`config.mk`:
```
export PLATFORM = sky130hd
export DESIGN_NAME = impl_guard
export DESIGN_NICKNAME = d
export VERILOG_FILES = /design/src/rtl/impl_pkg.sv /design/src/rtl/impl_probe.sv /design/src/rtl/impl_lowest.sv /design/src/rtl/impl_guard.sv
export SDC_FILE = /design/constraint.sdc
export NUM_CORES = 1
export LEC_CHECK = 0
export BUFFER_PORTS_ARGS = -buffer_cell sky130_fd_sc_hd__buf_4
export CAP_MARGIN = 0
export CORE_ASPECT_RATIO = 1.1
export CORE_MARGIN = 1.5
export CORE_UTILIZATION = 23
export DETAILED_ROUTE_END_ITERATION = 16
export SYNTH_ARGS = -nofsm -noshare
export SYNTH_HDL_FRONTEND = slang
export SYNTH_HIERARCHICAL = 1
export SYNTH_SLANG_ARGS = --single-unit
```
`constraint.sdc`:
```
create_clock -name clk -period 3.1 [get_ports clk]
set_input_delay 0.62 -clock clk [delete_from_list [all_inputs] [get_ports clk]]
set_output_delay 0.62 -clock clk [all_outputs]
set_load 0.02 [all_outputs]
```
`src/rtl/impl_pkg.sv`:
```
package impl_pkg;

    // Width of one site-index field in the packed implication parameters
    localparam int unsigned FIELD_W = 8;

    typedef enum logic {
        HIST_COLD   = 1'b0,
        HIST_PRIMED = 1'b1
    } hist_state_t;

    typedef enum logic {
        FLAG_CLEAR   = 1'b0,
        FLAG_LATCHED = 1'b1
    } flag_state_t;

endpackage

```
`src/rtl/impl_probe.sv`:
```
// Compares one antecedent and one consequent site against their required values.
module impl_probe #(
    parameter int unsigned SITE_W = 8,
    parameter int unsigned ANT_I  = 0,
    parameter bit          ANT_V  = 1'b1,
    parameter int unsigned CON_I  = 1,
    parameter bit          CON_V  = 1'b0
) (
    input  logic [SITE_W-1:0] sites,
    output logic              ant_hit,
    output logic              con_miss
);

    assign ant_hit  = (sites[ANT_I] == ANT_V);
    assign con_miss = (sites[CON_I] != CON_V);

endmodule

```
`src/rtl/impl_lowest.sv`:
```
// Finds the lowest set bit of a request vector.
module impl_lowest #(
    parameter int unsigned N  = 6,
    parameter int unsigned IW = 3
) (
    input  logic [N-1:0]  req,
    output logic [IW-1:0] idx,
    output logic          any
);

    always_comb begin
        idx = '0;
        for (int k = N - 1; k >= 0; k--) begin
            if (req[k]) begin
                idx = IW'(k);
            end
        end
    end

    assign any = |req;

endmodule

```
`src/rtl/impl_guard.sv`:
```
module impl_guard
    import impl_pkg::*;
#(
    parameter int unsigned SITE_W = 8,
    parameter int unsigned N_IMP  = 6,
    parameter logic [N_IMP*FIELD_W-1:0] ANT_IDX = {8'd5, 8'd7, 8'd2, 8'd4, 8'd1, 8'd0},
    parameter logic [N_IMP-1:0]         ANT_VAL = 6'b110101,
    parameter logic [N_IMP*FIELD_W-1:0] CON_IDX = {8'd1, 8'd0, 8'd6, 8'd5, 8'd2, 8'd3},
    parameter logic [N_IMP-1:0]         CON_VAL = 6'b010100,
    parameter logic [N_IMP-1:0]         CROSS   = 6'b111000,
    localparam int unsigned IDX_W = (N_IMP > 1) ? $clog2(N_IMP) : 1
) (
    input  logic              clk,
    input  logic              rst,
    input  logic              valid,
    input  logic [SITE_W-1:0] sites,
    output logic [N_IMP-1:0]  viol,
    output logic              err_pulse,
    output logic              err_sticky,
    output logic [IDX_W-1:0]  first_idx
);

    hist_state_t hist_q, hist_d;
    flag_state_t flag_q, flag_d;

    logic             primed;
    logic [IDX_W-1:0] low_idx;
    logic             any_viol;
    logic             err_pulse_q;
    logic [IDX_W-1:0] first_idx_q;

    assign primed = (hist_q == HIST_PRIMED);

    // One lane per implication; the cross flag picks the same-cycle or delayed variant
    for (genvar i = 0; i < N_IMP; i++) begin : g_lane
        logic ant_hit;
        logic con_miss;

        impl_probe #(
            .SITE_W (SITE_W),
            .ANT_I  (int'(ANT_IDX[i*FIELD_W +: FIELD_W])),
            .ANT_V  (ANT_VAL[i]),
            .CON_I  (int'(CON_IDX[i*FIELD_W +: FIELD_W])),
            .CON_V  (CON_VAL[i])
        ) u_probe (
            .sites    (sites),
            .ant_hit  (ant_hit),
            .con_miss (con_miss)
        );

        if (CROSS[i]) begin : g_cross
            logic ant_q;
            always_ff @(posedge clk) begin
                if (rst) begin
                    ant_q <= 1'b0;
                end else begin
                    ant_q <= ant_hit;
                end
            end
            assign viol[i] = valid & primed & ant_q & con_miss;
        end else begin : g_same
            assign viol[i] = valid & ant_hit & con_miss;
        end
    end

    impl_lowest #(
        .N  (N_IMP),
        .IW (IDX_W)
    ) u_lowest (
        .req (viol),
        .idx (low_idx),
        .any (any_viol)
    );

    // State registers
    always_ff @(posedge clk) begin
        if (rst) begin
            hist_q <= HIST_COLD;
            flag_q <= FLAG_CLEAR;
        end else begin
            hist_q <= hist_d;
            flag_q <= flag_d;
        end
    end

    // Next-state logic
    always_comb begin
        hist_d = hist_q;
        unique case (hist_q)
            HIST_COLD:   if (valid)  hist_d = HIST_PRIMED;
            HIST_PRIMED: if (!valid) hist_d = HIST_COLD;
            default:     hist_d = HIST_COLD;
        endcase

        flag_d = flag_q;
        unique case (flag_q)
            FLAG_CLEAR:   if (any_viol) flag_d = FLAG_LATCHED;
            FLAG_LATCHED: flag_d = FLAG_LATCHED;
            default:      flag_d = FLAG_CLEAR;
        endcase
    end

    // Output registers
    always_ff @(posedge clk) begin
        if (rst) begin
            err_pulse_q <= 1'b0;
            first_idx_q <= '0;
        end else begin
            err_pulse_q <= any_viol;
            if ((flag_q == FLAG_CLEAR) && any_viol) begin
                first_idx_q <= low_idx;
            end
        end
    end

    assign err_pulse  = err_pulse_q;
    assign err_sticky = (flag_q == FLAG_LATCHED);
    assign first_idx  = first_idx_q;

endmodule

```
==> summary.md, run 1 <==
| Metric | Value |
|---|---|
| Final setup viols | 0 |
| Antenna viol nets, final | 0 |
| Wire per inst | 9.75 um |
| Startpoint types | input pin |
| Simple-gate portion of the synthesized area | 0.378 |
| Die ar. | 2420 um^2 |
| Clock skew | 0.00164 ns |
| Slew HR | 0.792 |
| Final period utilization | 0.701 |
| Worst-path clk slew | 0.06 ns |
| Final net count | 84 |
| DRT met1 WL | 374 um |
| Clock tree root driver cell | clkbuf_4 |
| Netlist Area Pre-Place | 490 um^2 |
| # IOs | 22 |
| Worst Hold Slack | 0.479 ns |
| Worst Reg-to-Reg Cells | 6 |
| Power density over the cells | 414 nW/um^2 |
| DRT Pass-1 Iters | 2 |
| Critical R2R Launch | hist_q$_SDFF_PP0_ |
| Critical Path AT | 2.37 ns |
| Met3 routed WL | 42 um |
| Clk_lat worst skew | 0.26 ns |
| Largest net degree at the start of global routing | 13 |
| Commonest non-fill, non-tap cell in the layout | buf_4 |
| Synth Instances | 56 |
| GPL Wtd Cong | 0.705 |
| Vias in the first global route | 390 |
| Mux contribution to synthesized area | 0 |
| Global-route wire length before repair | 1.62 mm |
| Fin. max-slew vios | 0 |
| # H-tree levels | 1 |
| Vias | 406 |
| Crit path max fanout | 6 |
| GRT Util Overall | 0.104 |
| CP Capture Type | flip-flop |
| Cts repair resizes | 0 |
| Post-CTS Hold Fix Bufs | 0 |
| Worst Hold Depth | 2 |
| Initial antenna violation count | 0 |
| Detailed placement HPWL | 782 um |
| Worst setup path start | valid |
| Avg Cell Area, Syn | 8.76 um^2 |
| HP Class | flip-flop to flip-flop |
| Status | complete, no violations |
| Worst slew pin tran | 0.312 ns |
| CTS tree | built |
| LEAKAGE | 0.000314 uW |
| Port buffer count | 21 |
| Final wirelength | 975 um |
| Fmax | 0.460 GHz |
| RSZ-0062 raised after global routing | false |
| Max_cap viols | 0 |
| ANT cells | 0 |
| Xor-xnor portion of the synthesized cell area | 0 |
| Fillers | 244 |
| Num CTS Buffers | 3 |
| Grt total ovfl | 0 |
| Synth Area in Compound Gates | 0.0714 |
| Clock Path Buffers | 2 |
| Netlist cell types | 16 |
| Post-CTS Setup Inserts | 0 |
| Max VDD drop | 0.135 mV |
| Syn_nets | 67 |
| Initial Util | 0.245 |
| P&R area growth vs syn | 30.1% |
| #FFs+latches synth | 9 |
| Crit path required time | 3.30 ns |
| Seq/Total Area, Yosys | 0.367 |
| Max Used Layer | met4 |
| Row count | 17 |
| Die width | 47.0 um |
| Hold_sp | first_idx[0]$_SDFFE_PP0P_ |
| Vias per inst | 4.06 |
| Core footprint | 2000 um^2 |
| Starting DRT DRC Count | 5 |
| Total power after layout | 264 uW |
| Endpoints failing hold | 0 |
| CP Class | input pin to flip-flop |
| Adder and majority gate portion of the synthesized area | 0 |
| CTS Sinks | 9 |
| Commonest cells after routing, fill and taps aside | buf_4 (21), dfxtp_1 (9), and3_1 (6), nor2_1 (6) |
| Die height | 51.4 um |
| Setup tns final | 0 ns |
| Layout cells sized above 1 | 0.389 |
| Synth warn | 6 |
| Fin crit period | 2.17 ns |
| DRC Markers | 0 |
| Routed wl met2 | 507 um |
| Combinational family with the most area after synthesis | simple AND/OR/NAND/NOR gates |
-- sequential cells by signal, indices dropped and copies added, names as in the netlist --
register,cells
first_idx,3
g_lane.g_cross.ant_q,3
err_pulse,1
err_sticky,1
hist_q,1
-- power breakdown --
group	leakage (uW)	internal [uW]	switching (uW)
sequential	0.0000742	121	2.55
clock	0.0000150	49.8	43.8
combinational	0.000224	25.2	21.7
-- through the flow --
stage          utilization  setup slack, ns  instances  instance area, um^2
2_1_floorplan            -            0.801         56                  490
3_3_place_gp         0.306            0.664         96                  612
3_5_place_dp         0.306            0.654         96                  612
4_1_cts              0.319            0.928        100                  638
5_1_grt              0.319            0.840        100                  638
6_report             0.319            0.928        100                  638
-- path summary, 6_finish.rpt --
path	endpoint	slack, ns
setup / recovery	first_idx[2]$_SDFFE_PP0P_	0.93
hold / removal	first_idx[0]$_SDFFE_PP0P_	0.48
setup reg to reg	first_idx[2]$_SDFFE_PP0P_	1.14
hold reg to reg	first_idx[0]$_SDFFE_PP0P_	0.48
-- layout make-up --
cell class,instances,area (um^2),area share
sequential,9,180,0.282
clock buffer,4,26.3,0.0412
tap,28,35.0,0.0549
inverter,5,18.8,0.0294
timing repair buffer,21,158,0.247
multi-input combinational,33,220,0.345
-- metal layers --
layer / GRT usage / vias to the layer above
li1: - / 212
met1: 0.109 / 179
met2: 0.148 / 10
met3: 0.0353 / 5
met4: 0.111 / 0
met5: 0 / -
-- cells by family after synthesis --
logic type,Yosys count
AO/OA/AOI/OAI,4
buffers and inverters,14
AND/OR/NAND/NOR,29
flip-flops,9
-- critical path, cell delays in order --
cell and delay [ns]:
buf_4 0.12, and2_1 0.17, and3_1 0.22, or4_1 0.49, or3_1 0.40, and2b_4 0.22, o21ai_2 0.13
-- cell usage after synthesis (all sizes together) --
cell | number | area (um^2)
inv | 5 | 18.8
nand2b | 4 | 25.0
o21ai | 3 | 26.3
nand4bb | 3 | 33.8
buf | 9 | 71.3
or3 | 1 | 6.26
or4 | 1 | 7.51
dfxtp | 9 | 180
a221oi | 1 | 8.76
and2 | 1 | 6.26
nor3 | 1 | 5.00
nor2b | 5 | 31.3
and2b | 1 | 10.0
and3 | 6 | 37.5
nor2 | 6 | 22.5
Note: power is estimated with default switching activity, not from simulation.
==> inputs of run 2 (changes only) <==
--- a/config.mk
+++ b/config.mk
@@ -5,6 +5,7 @@
 export SDC_FILE = /design/constraint.sdc
 export NUM_CORES = 1
 export LEC_CHECK = 0
+export ABC_AREA = 1
 export BUFFER_PORTS_ARGS = -buffer_cell sky130_fd_sc_hd__buf_4
 export CAP_MARGIN = 0
 export CORE_ASPECT_RATIO = 1.1
==> constraint.sdc (replaced) <==
create_clock -name clk -period 2.15 [get_ports clk]
set_input_delay 0.43 -clock clk [delete_from_list [all_inputs] [get_ports clk]]
set_output_delay 0.43 -clock clk [all_outputs]
set_load 0.02 [all_outputs]
==> run 2 against run 1 <==
Net effect:
- area after synthesis up 0.77%
- sequential share of layout area down 0.65 points
- die area up 0.71%
- clock power up 42%
- wire length up 5.2%
- total power up 56%
- critical endpoint is now viol[3]
- highest routed layer unchanged
==> summary.md, run 2 <==
| Metric | Value |
|---|---|
| Worst-path clk slew | 0.06 ns (about the same) |
| CP max stage cell | dfxtp_1 (was or4_1) |
| Crit path max fanout | 3 (was 6) |
| # H-tree levels | 1 (unchanged) |
| Synth Instances | 75 (was 56) |
| Cts repair resizes | 0 (unchanged) |
| Final wirelength | 1.03 mm (was 975 um) |
| Synth top area share | 0.365 (was 0.367) |
| P&R area growth vs syn | 32.2% (was 30.1%) |
| Post-CTS Hold Fix Bufs | 0 (unchanged) |
| Antenna viol nets, final | 0 (unchanged) |
| Vias per inst | 3.73 (was 4.06) |
| Critical Path AT | 1.05 ns (was 2.37 ns) |
| Final Non-Filler Cells | 120 (was 100) |
| Clk_lat worst skew | 0.26 ns (about the same) |
| Avg Cell Area, Syn | 6.59 um^2 (was 8.76 um^2) |
| Fillers | 229 (was 244) |
| Endpoints failing hold | 0 (unchanged) |
| Worst path depth | 3 (was 7) |
| Post-synth top cells | inv_1 (18), nor2_1 (15), nand2_1 (10) (was dfxtp_1 (9), buf_4 (8), and3_1 (6), nor2_1 (6)) |
| Initial antenna violation count | 0 (unchanged) |
| Largest net degree at the start of global routing | 8 (was 13) |
| DP Cell Count | 116 (was 96) |
| Crit-path cells | nand2_1, nor2_1, buf_4 (was buf_4, and2_1, and3_1, or4_1, or3_1, and2b_4, o21ai_2) |
| Fmax | 0.675 GHz |
| # IOs | 22 (unchanged) |
| ANT cells | 0 (unchanged) |
| Synth warn | 6 (unchanged) |
| HP Class | input pin to flip-flop (was flip-flop to flip-flop) |
| Critical R2R Launch | hist_q$_SDFF_PP0_ (unchanged) |
| Synth Flop Type | dfxtp_1 (unchanged) |
| Power density over the cells | 630 nW/um^2 (was 414 nW/um^2) |
| Post-CTS Setup Inserts | 0 (unchanged) |
| Die height | 51.6 um (was 51.4 um) |
| Commonest cells after routing, fill and taps aside | buf_4 (21), inv_1 (18), nor2_1 (15), nand2_1 (10), dfxtp_1 (9) (was buf_4 (21), dfxtp_1 (9), and3_1 (6), nor2_1 (6)) |
| CTS tree | built (unchanged) |
| Seq/Total Area, Yosys | 0.365 (was 0.367) |
| Startpoint types | flip-flop (was input pin) |
| CTS Sinks | 9 (unchanged) |
| Crit path required time | 1.72 ns (was 3.30 ns) |
| Setup tns final | 0 ns (unchanged) |
| Commonest non-fill, non-tap cell in the layout | buf_4 (unchanged) |
| Fin crit period | 1.48 ns |
| #FFs+latches synth | 9 (unchanged) |
| DRT Pass-1 Iters | 4 (was 2) |
| Area of the multi-input gates | 183 um^2 (was 220 um^2) |
| Netlist cell types | 14 (was 16) |
| Netlist Area Pre-Place | 494 um^2 (was 490 um^2) |
| RSZ-0062 raised after global routing | false (unchanged) |
| Core footprint | 2020 um^2 (was 2000 um^2) |
| Asr flop ratio synth | 0 (unchanged) |
| Row count | 17 (unchanged) |
| Max VDD drop | 0.274 mV (was 0.135 mV) |
| R2r endpoint | first_idx[2]$_SDFFE_PP0P_ (unchanged) |
| LEAKAGE | 0.000354 uW (was 0.000314 uW) |
| Final setup viols | 0 (unchanged) |
| Worst Hold Depth | 2 (unchanged) |
| Clock Path Buffers | 2 (unchanged) |
| Worst slew pin tran | 0.229 ns (was 0.312 ns) |
| Final net count | 104 (was 84) |
| Max_cap viols | 0 (unchanged) |
| Synth area leaders | dfxtp_1 (36%), inv_1 (14%), buf_4 (12%) (was dfxtp_1 (37%), buf_4 (12%), and3_1 (7.7%)) |
| Clock tree root driver cell | clkbuf_4 (unchanged) |
| Register area | 180 um^2 (unchanged) |
| Starting DRT DRC Count | 11 (was 5) |
| Place WS | 0.574 ns (was 0.654 ns) |
| Die width | 47.2 um (was 47.0 um) |
| CP Capture Type | primary output (was flip-flop) |
| CP bufs+invs | 1 (unchanged) |
| Worst path top cell family by delay | flip-flops (was simple AND/OR/NAND/NOR gates) |
| Slew HR | 0.847 (was 0.792) |
| Vias | 447 (was 406) |
| Vias in the first global route | 441 (was 390) |
| Global-route wire length before repair | 1.75 mm (was 1.62 mm) |
| Register-to-register setup slack | 0.87 ns (was 1.14 ns) |
| Final period utilization | 0.689 |
| Cell with the most instances after synthesis | inv_1 (was dfxtp_1) |
| Clock skew | 0.00232 ns (was 0.00164 ns) |
| DRC Markers | 0 (unchanged) |
| Die ar. | 2440 um^2 (was 2420 um^2) |
| Layout cells sized above 1 | 0.315 (was 0.389) |
| Worst Reg-to-Reg Cells | 8 (was 6) |
| Hold_sp | rst (was first_idx[0]$_SDFFE_PP0P_) |
| Max incr delay on CP | 0.31 ns (was 0.49 ns) |
| Port buffer count | 21 (unchanged) |
| Worst setup margin | 0.669 ns (was 0.928 ns) |
| Syn_nets | 86 (was 67) |
| Initial Util | 0.245 (about the same) |
| Status | complete, no violations (unchanged) |
| GPL Wtd Cong | 0.643 (was 0.705) |
| Num CTS Buffers | 3 (unchanged) |
| EDFF count, synth | 0 (unchanged) |
| Top cell type by total area after synthesis | dfxtp_1 (unchanged) |
| Wire per inst | 8.55 um (was 9.75 um) |
| Detailed placement HPWL | 829 um (was 782 um) |
| CP Class | flip-flop to primary output (was input pin to flip-flop) |
| GRT Util Overall | 0.103 (was 0.104) |
| Fin. max-slew vios | 0 (unchanged) |
| Worst Hold Endpoint | g_lane[3].g_cross.ant_q$_SDFF_PP0_ (was first_idx[0]$_SDFFE_PP0P_) |
| Grt total ovfl | 0 (unchanged) |
## run 2: logic make-up after synthesis
family	share of synthesized area
flops	0.365
buf+inv	0.266
simple gates	0.349
compound gates	0.0203
## run 2: cell type report
| class | count | area share |
|---|---|---|
| multi-input cells | 39 | 0.280 |
| clock buffers | 4 | 0.0402 |
| inverters | 19 | 0.109 |
| well taps | 28 | 0.0536 |
| repair buffers | 21 | 0.241 |
| flip-flops and latches | 9 | 0.276 |
## run 2: metrics by stage
stage / total power [uW] / hold slack, ns / utilization / area, um^2
3_5_place_dp: 283 / 0.484 / 0.310 / 627
3_3_place_gp: 281 / 0.475 / 0.310 / 627
5_1_grt: 442 / 0.380 / 0.323 / 653
4_1_cts: 416 / 0.378 / 0.323 / 653
6_report: 412 / 0.380 / 0.323 / 653
2_1_floorplan: 251 / 0.499 / - / 494
## run 2: worst max path at each step
stage / start / to
after floorplan: sites[1] / first_idx[0]$_SDFFE_PP0P_
after global placement: valid / first_idx[0]$_SDFFE_PP0P_
after detailed placement: valid / first_idx[2]$_SDFFE_PP0P_
after CTS: hist_q$_SDFF_PP0_ / viol[3]
after global routing: hist_q$_SDFF_PP0_ / viol[4]
final: hist_q$_SDFF_PP0_ / viol[3]
## run 2: layer usage
metal	up-vias	wire, um	track usage
met1	185	468	0.121
li1	244	-	-
met4	0	32	0.0833
met3	4	35	0.0104
met5	-	0	0
met2	14	490	0.162
## run 2: report_power, final
group | switching (uW) | internal, uW | leakage [uW] | total, uW
combinational | 50.4 | 41.6 | 0.000264 | 92.0
clock | 61.5 | 71.7 | 0.0000150 | 133
sequential | 6.84 | 180 | 0.0000747 | 187
==> inputs of run 3 (changes only) <==
==> constraint.sdc (replaced) <==
create_clock -name clk -period 1.5 [get_ports clk]
set_input_delay 0.3 -clock clk [delete_from_list [all_inputs] [get_ports clk]]
set_output_delay 0.3 -clock clk [all_outputs]
set_load 0.02 [all_outputs]
==> run 3 against run 2 <==
Net effect:
- global-route usage grew 0.31 points
- first-iteration DRC count shrank 64%
- clock power grew 41%
- via count grew 3.6%
- final cell count grew 1.7%
- utilization grew 0.74 points
- setup slack lost 0.53 ns
- count of clock-buffer cells in the layout is the same
- total power grew 43%
- sequential share of layout area shrank 0.62 points
- sequential cell count is the same
- critical endpoint unchanged
- largest cell class unchanged
==> summary.md, run 3 (synthesized netlist as in run 2, its figures left out) <==
| Metric | Value |
|---|---|
| Num CTS Buffers | 3 (unchanged) |
| Final instance area | 668 um^2 (was 653 um^2) |
| HP Class | input pin to flip-flop (unchanged) |
| Register-to-register setup slack | 0.23 ns (was 0.87 ns) |
| DRT Pass-1 Iters | 3 (was 4) |
| Final net count | 106 (was 104) |
| Clock skew | 0.00128 ns (was 0.00232 ns) |
| Status | complete, no violations (unchanged) |
| Power density over the cells | 882 nW/um^2 (was 630 nW/um^2) |
| LEAKAGE | 0.000365 uW (was 0.000354 uW) |
| Max VDD drop | 0.387 mV (was 0.274 mV) |
| P&R area growth vs syn | 35.2% (was 32.2%) |
| Crit path max fanout | 3 (unchanged) |
| Global-route wire length before repair | 1.82 mm (was 1.75 mm) |
| Die height | 51.6 um (unchanged) |
| Final wirelength | 1.02 mm (was 1.03 mm) |
| Wire per inst | 8.38 um (was 8.55 um) |
| Core footprint | 2020 um^2 (unchanged) |
| Post-CTS Hold Fix Bufs | 0 (unchanged) |
| Initial antenna violation count | 0 (unchanged) |
| Crit path required time | 1.20 ns (was 1.72 ns) |
| Setup tns final | 0 ns (unchanged) |
| Fin crit period | 1.36 ns |
| DRC Markers | 0 (unchanged) |
| Clock Path Buffers | 2 (unchanged) |
| Clk_lat worst skew | 0.26 ns (about the same) |
| # H-tree levels | 1 (unchanged) |
| CTS Sinks | 9 (unchanged) |
| # IOs | 22 (unchanged) |
| Antenna viol nets, final | 0 (unchanged) |
| Register area | 180 um^2 (unchanged) |
| Die ar. | 2440 um^2 (unchanged) |
| Post-CTS Setup Inserts | 0 (unchanged) |
| Fmax | 0.733 GHz |
| Grt total ovfl | 0 (unchanged) |
| Fin. max-slew vios | 0 (unchanged) |
| Initial Util | 0.245 (unchanged) |
| Clock tree root driver cell | clkbuf_4 (unchanged) |
| Row count | 17 (unchanged) |
| GPL Wtd Cong | 0.684 (was 0.643) |
| Largest net degree at the start of global routing | 8 (unchanged) |
| Final Util | 0.331 (was 0.323) |
| Critical Path AT | 1.06 ns (was 1.05 ns) |
| Total power after layout | 589 uW (was 412 uW) |
| Area of the multi-input gates | 183 um^2 (unchanged) |
| GRT Util Overall | 0.106 (was 0.103) |
| Vias | 463 (was 447) |
| Layout cells sized above 1 | 0.330 (was 0.315) |
| Vias per inst | 3.80 (was 3.73) |
| Worst slew pin tran | 0.251 ns (was 0.229 ns) |
| Worst Hold Slack | 0.237 ns (was 0.380 ns) |
| Final period utilization | 0.909 |
| Cts repair resizes | 0 (unchanged) |
| Slew HR | 0.832 (was 0.847) |
| Final setup viols | 0 (unchanged) |
| Die width | 47.2 um (unchanged) |
| Endpoints failing hold | 0 (unchanged) |
| CP Class | flip-flop to primary output (unchanged) |
| Max_cap viols | 0 (unchanged) |
| Commonest cells after routing, fill and taps aside | buf_4 (23), inv_1 (18), nor2_1 (15), nand2_1 (10), dfxtp_1 (9) (was buf_4 (21), inv_1 (18), nor2_1 (15), nand2_1 (10), dfxtp_1 (9)) |
| Placed instance area | 642 um^2 (was 627 um^2) |
| ANT cells | 0 (unchanged) |
| Detailed placement HPWL | 844 um (was 829 um) |
| CTS tree | built (unchanged) |
| CP Capture Type | primary output (unchanged) |
| Startpoint types | flip-flop (unchanged) |
| Vias in the first global route | 490 (was 441) |
| Commonest non-fill, non-tap cell in the layout | buf_4 (unchanged) |
| Port buffer count | 21 (unchanged) |
| Starting DRT DRC Count | 4 (was 11) |
| Fillers | 226 (was 229) |
| RSZ-0062 raised after global routing | false (unchanged) |
| Worst-path clk slew | 0.06 ns (about the same) |
## run 3: changes by cell type in the layout (fill, tap and decap cells not counted), sizes merged
cell,previous run,this run
buf,21,23
## run 3: final timing paths
check	start	to	cells after the start
min reg2reg	first_idx[2]$_SDFFE_PP0P_	first_idx[2]$_SDFFE_PP0P_	2
min	sites[7]	g_lane[4].g_cross.ant_q$_SDFF_PP0_	3
max reg2reg	hist_q$_SDFF_PP0_	first_idx[1]$_SDFFE_PP0P_	8
max	hist_q$_SDFF_PP0_	viol[3]	3
## run 3: worst max-delay path, cell delays in order (launching register included)
cell,delay (ns)
dfxtp_1,0.30
nand2_1,0.07
nor2_1,0.23
buf_4,0.19
## run 3: layer usage
layer  routed length (um)  up-vias  GRT usage
met2                  527       12      0.174
li1                     -      247          -
met3                   45        3     0.0174
met1                  423      201      0.115
met4                   27        0     0.0833
met5                    0        -          0
## run 3: per-stage QoR
stage / instances / setup WS (ns)
2_1_floorplan: 75 / 0.0943
3_3_place_gp: 118 / 0.117
3_5_place_dp: 118 / 0.0964
4_1_cts: 122 / 0.122
5_1_grt: 122 / 0.0578
6_report: 122 / 0.136
## run 3: where the power goes
part,internal [uW],leakage [uW],switching (uW),total [uW]
clock network,102,0.0000150,84.2,187
logic,62.2,0.000275,73.2,135
registers,258,0.0000747,9.18,267
## run 3: layout make-up
cell class | count | share of cell area
Sequential cell | 9 | 0.270
Timing Repair Buffer | 23 | 0.258
Clock buffer | 4 | 0.0393
Tap cell | 28 | 0.0524
Multi-Input combinational cell | 39 | 0.273
Inverter | 19 | 0.107
